**src/rtl/bank_gate_pkg.sv**
```systemverilog
package bank_gate_pkg;

   // Floor of log2 for elaboration-time sizing.
   function automatic int unsigned floor_log2(input int unsigned n);
      int unsigned r;
      r = 0;
      for (int unsigned v = n; v > 1; v = v >> 1) r++;
      return r;
   endfunction

   function automatic bit is_pow2(input int unsigned n);
      return (n != 0) && ((n & (n - 1)) == 0);
   endfunction

endpackage

```
**src/rtl/bank_gate_map.sv**
```systemverilog
module bank_gate_map #(
   parameter int unsigned IDX_W     = 32,
   parameter int unsigned NUM_BANKS = 4,
   parameter int unsigned SEL_W     = 2
) (
   input  logic [IDX_W-1:0] idx,
   output logic [SEL_W-1:0] bank
);
   logic unused_idx;
   assign unused_idx = ^idx;

   generate
      if (NUM_BANKS == 1) begin : g_single
         assign bank = '0;
      end else begin : g_multi
         // power-of-two bank count: modulo is the low select bits
         assign bank = idx[SEL_W-1:0];
      end
   endgenerate
endmodule

```
**src/rtl/bank_gate_slot.sv**
```systemverilog
module bank_gate_slot #(
   parameter int unsigned LATENCY = 3,
   parameter int unsigned CNT_W   = 2
) (
   input  logic clk,
   input  logic rst,
   input  logic start,
   output logic busy
);
   logic [CNT_W-1:0] remain_q;

   always_ff @(posedge clk) begin
      if (rst)
         remain_q <= '0;
      else if (start)
         remain_q <= CNT_W'(LATENCY - 1);
      else if (remain_q != '0)
         remain_q <= remain_q - 1'b1;
   end

   assign busy = (remain_q != '0);
endmodule

```
**src/rtl/bank_gate.sv**
```systemverilog
module bank_gate #(
   parameter int unsigned IDX_W     = 32,
   parameter int unsigned NUM_BANKS = 4,
   parameter int unsigned LATENCY   = 3,
   parameter int unsigned NUM_REQ   = 2
) (
   input  logic                       clk,
   input  logic                       rst,
   input  logic [NUM_REQ-1:0]         req_vld,
   input  logic [NUM_REQ*IDX_W-1:0]   req_idx,
   output logic [NUM_REQ-1:0]         grant
);
   import bank_gate_pkg::*;

   localparam int unsigned BANK_BITS = floor_log2(NUM_BANKS);
   localparam int unsigned SEL_W     = (BANK_BITS == 0) ? 1 : BANK_BITS;
   localparam int unsigned CNT_W     = (LATENCY <= 2) ? 1 : $clog2(LATENCY);

   // elaboration checks
   if (!is_pow2(NUM_BANKS)) begin : g_bad_banks
      $error("bank_gate: NUM_BANKS must be a power of two");
   end
   if (NUM_REQ < 1) begin : g_bad_req
      $error("bank_gate: NUM_REQ must be at least 1");
   end
   if (IDX_W < SEL_W) begin : g_bad_idx
      $error("bank_gate: IDX_W narrower than bank select");
   end

   generate
      if (LATENCY == 0) begin : g_pass
         logic unused_in;
         assign unused_in = clk ^ rst ^ (^req_idx);
         assign grant = req_vld;
      end else begin : g_track
         logic [SEL_W-1:0]     bank_of   [NUM_REQ];
         logic [NUM_BANKS-1:0] busy_q;
         logic [NUM_BANKS-1:0] claimed;
         logic [IDX_W-1:0]     claim_idx [NUM_BANKS];
         logic [NUM_REQ-1:0]   grant_c;

         for (genvar p = 0; p < NUM_REQ; p++) begin : g_map
            bank_gate_map #(
               .IDX_W(IDX_W), .NUM_BANKS(NUM_BANKS), .SEL_W(SEL_W)
            ) u_map (
               .idx (req_idx[p*IDX_W +: IDX_W]),
               .bank(bank_of[p])
            );
         end

         for (genvar b = 0; b < NUM_BANKS; b++) begin : g_slot
            bank_gate_slot #(.LATENCY(LATENCY), .CNT_W(CNT_W)) u_slot (
               .clk  (clk),
               .rst  (rst),
               .start(claimed[b]),
               .busy (busy_q[b])
            );
         end

         // Ports resolved in order; a bank claimed earlier this cycle
         // is busy, except for a request repeating the claiming index.
         always_comb begin
            claimed = '0;
            grant_c = '0;
            for (int b = 0; b < NUM_BANKS; b++) claim_idx[b] = '0;
            for (int p = 0; p < NUM_REQ; p++) begin
               if (req_vld[p]) begin
                  if (!busy_q[bank_of[p]] && !claimed[bank_of[p]]) begin
                     grant_c[p]             = 1'b1;
                     claimed[bank_of[p]]    = 1'b1;
                     claim_idx[bank_of[p]]  = req_idx[p*IDX_W +: IDX_W];
                  end else if (claimed[bank_of[p]] &&
                               claim_idx[bank_of[p]] == req_idx[p*IDX_W +: IDX_W]) begin
                     grant_c[p] = 1'b1;
                  end
               end
            end
         end

         assign grant = grant_c;
      end
   endgenerate
endmodule

```
**config.mk**
```make
export PLATFORM = sky130hd
export DESIGN_NAME = bank_gate
export DESIGN_NICKNAME = d
export VERILOG_FILES = /design/src/rtl/bank_gate_pkg.sv /design/src/rtl/bank_gate_map.sv /design/src/rtl/bank_gate_slot.sv /design/src/rtl/bank_gate.sv
export SDC_FILE = /design/constraint.sdc
export NUM_CORES = 1
export LEC_CHECK = 0
export ABC_AREA = 1
export BUFFER_PORTS_ARGS = -buffer_cell sky130_fd_sc_hd__clkbuf_2
export CORE_MARGIN = 10
export CORE_UTILIZATION = 42
export CTS_BUF_LIST = sky130_fd_sc_hd__clkbuf_8 sky130_fd_sc_hd__clkbuf_16
export CTS_CLUSTER_DIAMETER = 60
export CTS_CLUSTER_SIZE = 25
export DETAILED_ROUTE_END_ITERATION = 10
export HOLD_SLACK_MARGIN = 0.12
export PLACE_DENSITY = 0.8
export SYNTH_ARGS = -nofsm -noshare
export SYNTH_HDL_FRONTEND = slang
export SYNTH_HIERARCHICAL = 1
export SYNTH_SLANG_ARGS = --single-unit
```
**constraint.sdc**
```tcl
create_clock -name clk -period 2.2 [get_ports clk]
set_input_delay 0.44 -clock clk [delete_from_list [all_inputs] [get_ports clk]]
set_output_delay 0.44 -clock clk [all_outputs]
set_load 0.005 [all_outputs]
```
Word level (Yosys, flattened, before mapping)
Cells that the tools add are included.
- register bits: 8
- bits in latches: 0
- bits in writable memories: 0
- bits in read-only memories: 0
- input bits: 68
- word-level logic and storage cells: 88
- memories: 0
- $add $sub $neg: 4
- multipliers: 0
- divide/modulo/power cells: 0
- $lt $le $gt $ge: 7
- equal/unequal tests: 2
- shifts and indexed selects: 0
- muxes and demuxes: 40
- bitwise logic cells: 4
- reductions and logical operators: 23
- operator list (cell ; number):
    128-bit two-way mux ; 2
    32-bit two-way mux ; 5
    128-bit AND ; 1
    32-bit binary-select mux with 2-bit select ; 2
    32-bit demux with 2-bit select ; 1
    32-bit equality test ; 2
    2-bit two-way mux ; 8
    4-bit two-way mux ; 4
    2-bit nonzero test ; 8
    1-bit two-way mux ; 12
    1-bit binary-select mux with 2-bit select ; 4
    2-bit OR reduction ; 4
    2-bit by 1-bit subtractor with 2-bit output (second input constant) ; 4
    1-bit logical AND ; 7
    3-bit >= comparator (second input constant) ; 2
    2-bit by 3-bit < comparator with 1-bit output (second input constant) ; 2
    2-bit inverter with 3-bit output ; 2
    1-bit demux with 2-bit select ; 2
    2-bit by 1-bit >= comparator with 1-bit output (second input constant) ; 2
    1-bit logical NOT ; 4
    4-bit bitwise OR ; 1
    3-bit by 1-bit < comparator with 1-bit output (second input constant) ; 1

Depth between registers and ports, before layout
- depth in word-level cells: 16
- gate-level depth with buffers: 15
- depth with buffers taken out: 13

Hierarchy
Netlist, hierarchy kept.
- by module, submodules not included (module ; instances ; cells each ; area an instance (um^2) ; seq. area each (um^2)):
    bank_gate ; 1 ; 227 ; 1039.7 ; 0.0
    bank_gate_slot ; 4 ; 12 ; 81.3 ; 40.0
    bank_gate_map ; 2 ; 2 ; 15.0 ; 0.0

Least setup slack after synthesis
Ideal clock, no wire load.
- path kind: input to output
- start point: input port req_idx[1]
- end point: output port grant[1]
- data arrival time: 1.796 ns
- data required time: 1.760 ns
- setup slack: -0.036 ns
- stages on the path: 14
- path buffers: 3
- cell sequence: buf_4 > buf_2 > nand3_1 > nand3_1 > nor2_4 > buf_4 > nand3_1 > nand2_1 > nand2_1 > nor2_1 > nand2_1 > nor2_1 > nand3_1 > a21oi_1
- cells in the longest elaborated chain, start to end: 16
- elaborated cells on any way between the ends: 35
- those cells by class: order compare: 4; eq/ne: 1; mux: 20; bitwise: 2; reduce/logical: 8
- ends and longest elaborated chain (element ; RTL line ; text):
    from (decl) ; bank_gate.sv:10 ; input logic [NUM_REQ*IDX_W-1:0] req_idx,
    2-bit inverter with 3-bit output (implied by the code) ; bank_gate.sv:71 ; claim_idx[bank_of[p]] = req_idx[p*IDX_W +: IDX_W];
    3-bit >= comparator (implied by the code) or 3-bit by 1-bit < comparator with 1-bit output (tied branches) ; bank_gate.sv:71 ;
    1-bit logical AND (implied by the code) ; bank_gate.sv:71 ;
    32-bit two-way mux (implied by the code) ; bank_gate.sv:71 ;
    32-bit demux with 2-bit select ; bank_gate.sv:71 ;
    128-bit AND (no line) ; -- ;
    128-bit two-way mux ; bank_gate.sv:68 ; if (!busy_q[bank_of[p]] && !claimed[bank_of[p]]) begin
    128-bit two-way mux ; bank_gate.sv:67 ; if (req_vld[p]) begin
    32-bit binary-select mux with 2-bit select ; bank_gate.sv:73 ; claim_idx[bank_of[p]] == req_idx[p*IDX_W +: IDX_W]) begin
    32-bit two-way mux (implied by the code) (2 in a row) ; bank_gate.sv:73 ;
    32-bit equality test ; bank_gate.sv:73 ;
    1-bit logical AND ; bank_gate.sv:72 ; end else if (claimed[bank_of[p]] &&
    1-bit two-way mux ; bank_gate.sv:72 ;
    1-bit two-way mux (*) ; bank_gate.sv:68 ;
    1-bit two-way mux (*) ; bank_gate.sv:67 ;
    to (decl) ; bank_gate.sv:11 ; output logic [NUM_REQ-1:0] grant
Mark *: on every way between the ends. The rest lies on a longest branch, timed or not. The select of a mux whose other input is x is not followed.

Worst setup path after layout
- start point: register g_track.g_slot[2].u_slot.remain_q[0]
- end point: output port grant[1]
- cells in the longest elaborated chain, start to end: 15
- elaborated cells on any way between the ends: 24
- those cells by class: eq/ne: 1; mux: 16; reduce/logical: 7
- ends and longest elaborated chain (element ; RTL line ; text):
    from (decl) ; bank_gate_slot.sv:10 ; logic [CNT_W-1:0] remain_q;
    from (signal assigned) ; bank_gate_slot.sv:16 ; remain_q <= CNT_W'(LATENCY - 1);
    from (signal assigned) ; bank_gate_slot.sv:18 ; remain_q <= remain_q - 1'b1;
    2-bit nonzero test (*) ; bank_gate_slot.sv:21 ; assign busy = (remain_q != '0);
    net g_track.busy_q[2] ; bank_gate.sv:37 ; logic [NUM_BANKS-1:0] busy_q;
    1-bit binary-select mux with 2-bit select ; bank_gate.sv:68 ;
    1-bit two-way mux (implied by the code) ; bank_gate.sv:68 ;
    1-bit logical NOT ; bank_gate.sv:68 ;
    1-bit logical AND ; bank_gate.sv:68 ;
    128-bit two-way mux ; bank_gate.sv:68 ;
    128-bit two-way mux ; bank_gate.sv:67 ;
    32-bit binary-select mux with 2-bit select ; bank_gate.sv:73 ;
    32-bit two-way mux (implied by the code) (2 in a row) ; bank_gate.sv:73 ;
    32-bit equality test ; bank_gate.sv:73 ;
    1-bit logical AND ; bank_gate.sv:72 ;
    1-bit two-way mux ; bank_gate.sv:72 ;
    1-bit two-way mux (*) ; bank_gate.sv:68 ;
    1-bit two-way mux (*) ; bank_gate.sv:67 ;
Mark *: on every way through the listed nets, which the timed path passes. The rest lies on a longest branch. The select of a mux whose other input is x is not followed.

==> impl_metrics.yaml <==
synth:
  async_flop_share_pct: 0
  muxShareOfSynthArea_pct: 0.717
  yosys_most_used_dff: "dfxtp_1"
  synth_top_family_by_area: "simple AND/OR/NAND/NOR gates"
  synthCells: 279
  ys_ff_latch: 8
  synthDistinctLibCells: 18
  ys_seq_area_share_pct: 11.5
  synthTopCellsByCount: "100 x nand2_1, 49 x inv_1, 38 x nand3_1"
  synth.most_common_cell: "nand2_1"
  synth.area.top_cells: "nand2_1 27%, nand3_1 14%, inv_1 13%, dfxtp_1 11%, nand4_1 11%"
  netlist_area_mm2: 0.00140
  yosys.area_share.simple_pct: 61.4
  synth_top_area_share_pct: 26.9
  synthesis.nets: 347
  synth-xor-area-share_pct: 1.26
  synth_top_area_cell: "nand2_1"
  synth-compound-area-share_pct: 4.13
  synth-edff-count: 0
  synth_fa_ha_area_share_pct: 0
  ys_warn_count: 6
  syn_area_per_cell_um2: 5.00
global_routing:
  first_global_vias: 1904
  grt_max_degree: 32
  grt_pass1_wl_um: 7790
  antenna_found_initial: 0
  grtUsageTotal_pct: 14.8
  gr-total-overflow: 0
critical_path:
  worstReg2RegEnd: "g_track.g_slot[0].u_slot/remain_q[0]$_SDFFE_PP0P_"
  crit_type: "flip-flop to output port"
  worstPathRequired_ns: 1.76
  rrSetupSlack_ns: 0.11
  worst_setup_path_end_kind: "output port"
  crit_arrival_ns: 2.16
  crit_path_start_kind: "flip-flop"
  crit_path_top_delay_cell: "dfxtp_1"
  rr_worst_depth: 13
  crit_chain: "or2_1 > nand3_2 > nand3_2 > nor2_4 > buf_12 > buf_12 > nand3_2 > nand2_1 > nand2_1 > nor2_1 > nand2_1 > nor2_1 > nand3_1 > a21oi_2 > clkbuf_2"
  slowest_delay_ns: 0.30
  worst-path-max-fanout: 8
  r2r-start: "g_track.g_slot[2].u_slot/remain_q[0]$_SDFFE_PP0P_"
clock_network:
  ctsHoldBuffers: 0
  clk_pin_slew_ns: 0.04
  numCtsBuffers: 3
  cts_root_buffer: "clkbuf_8"
  clockBufferDepth: 2
  cts.sinks: 8
  clk_latency_ns: 0.23
  htree_levels: 1
  cts_tree: "yes"
min_path:
  holdPathStages: 4
  hold_start: "rst"
  hold_end: "g_track.g_slot[3].u_slot/remain_q[0]$_SDFFE_PP0P_"
  min_path_type: "input pin to flip-flop"
routing:
  via_per_inst: 4.86
  wl_per_cell_um: 11.6
  drc: 0
  firstDrtPassIters: 4
  drt-initial-drc-count: 73
  drtAntennaViolNets: 0
  finalWirelength_um: 4830
  vias: 2017
floorplanning:
  die_h_um: 77.6
  boundaryPins: 70
  initial_core_util_pct: 44.6
  die_area_mm2: 0.00603
  core_area_mm2: 0.00313
  die_x_um: 77.6
  fp-row-count: 20
placement:
  portBuffers: 69
  place_area_mm2: 0.00195
  dp.final_hpwl_um: 3750
  gp_congestion: 0.821
  dp.cells: 402
sta:
  relSlewSlack_pct: 70.7
  maxSlewViolCount: 0
  holdWs_ns: 0.528
  finalSetupViolations: 1
  worst_pin_slew_ns: 0.434
  fin_skew_ns: 0.000480
  rsz0062_at_grt: "yes"
  period_needed_ns: 2.60
  setup_slack_ns: -0.405
  final-hold-violation-count: 0
  fmax_ghz: 0.384
  fin_crit_sh_pct: 118
layout:
  reg.largest.list: "g_track.g_slot.u_slot/remain_q (8)"
  regMostFlops: "g_track.g_slot.u_slot/remain_q"
  diodes: 0
  drive_gt1_share_pct: 33.2
  post-route-util_pct: 69.8
  fin_area_mm2: 0.00218
  layout.nets: 441
  largest_register_ffs: 8
  areaGrowthSynthToFinish_pct: 56.5
  fin_cells: 415
  fillCellCount: 286
outcome:
  failed_checks: "negative setup slack"
  status: "complete, but fails checks"
power:
  ir_worst_vdd_uv: 419
  report.power.total_mw: 0.717
  leakagePower_nw: 1.31
  p_per_area_mw_per_mm2: 329
run:
  max-cap-violations: 0
==> cell type report <==
type | count | area (um2) | share of cell area [%]
inverter | 51 | 191 | 8.77
clock buffer | 3 | 41.3 | 1.89
tap | 44 | 55.1 | 2.52
multi-input combinational | 205 | 1010 | 46.2
sequential | 8 | 161 | 7.39
timing repair buffer | 104 | 726 | 33.2
==> per-layer routing <==
metal  vias to the layer above  wire length [um]  track usage [%]
met5                         -                 0                0
met2                        57              2500             28.4
met3                         5               276             2.76
li1                       1062                 -                -
met4                         0                44             4.01
met1                       893              2010             15.9
==> critical path, delay by kind of cell (launching register included) <==
kind,cells,cell delay [ns]
buffers and inverters,3,0.38
DFF,1,0.30
and+or+nand+nor,11,1.11
AOI/OAI and AO/OA,1,0.14
==> cell families (layout without fill, tap and decap cells) <==
logic type      count (synthesis)  count (layout)
compound gates                  7               7
xor+xnor                        2               2
buf+inv                        66             158
flops                           8               8
mux                             1               1
simple gates                  195             195
==> metrics by stage <==
step                      setup TNS (ns)  worst slack, ns
after floorplan                 -0.00363         -0.00363
after global placement            -0.410           -0.410
after detailed placement          -0.498           -0.474
after CTS                         -0.398           -0.398
after global routing              -0.835           -0.601
final                             -0.405           -0.405
==> layout by cell type, fill, tap and decap left out, drive strengths merged <==
master,count
inv,51
nand3,38
xnor2,2
o41ai,4
bufbuf,1
or2,4
o2111ai,1
buf,34
dfxtp,8
a21oi,2
nand2,100
clkbuf,72
mux2i,1
nand4,24
nor2,29
==> timing repair <==
action | 4_1_cts | 5_1_grt
gates resized for setup | 13 | 4
setup buffers | 7 | 0
gates cloned | 3 | 0
endpoints found under the setup margin | 1 | 9
pin swaps | 13 | 2
==> worst max-delay path by stage <==
stage,start,cells after the start,endpoint,slack [ns]
3_5_place_dp,req_idx[1],15,grant[1],-0.47
4_1_cts,g_track.g_slot[3].u_slot/remain_q[0]$_SDFFE_PP0P_,15,grant[1],-0.40
5_1_grt,g_track.g_slot[2].u_slot/remain_q[0]$_SDFFE_PP0P_,15,grant[1],-0.60
3_3_place_gp,req_idx[1],15,grant[1],-0.41
2_1_floorplan,req_idx[1],15,grant[1],-0.004
6_report,g_track.g_slot[2].u_slot/remain_q[0]$_SDFFE_PP0P_,15,grant[1],-0.40
==> where the power goes <==
group	leakage, nW	internal, mW	switching, mW
Clock	0.0216	0.118	0.0567
Combinational	1.22	0.198	0.189
Sequential	0.0656	0.152	0.00281
Total	1.31	0.469	0.249
No activity file was read; power rests on OpenSTA's default activity.
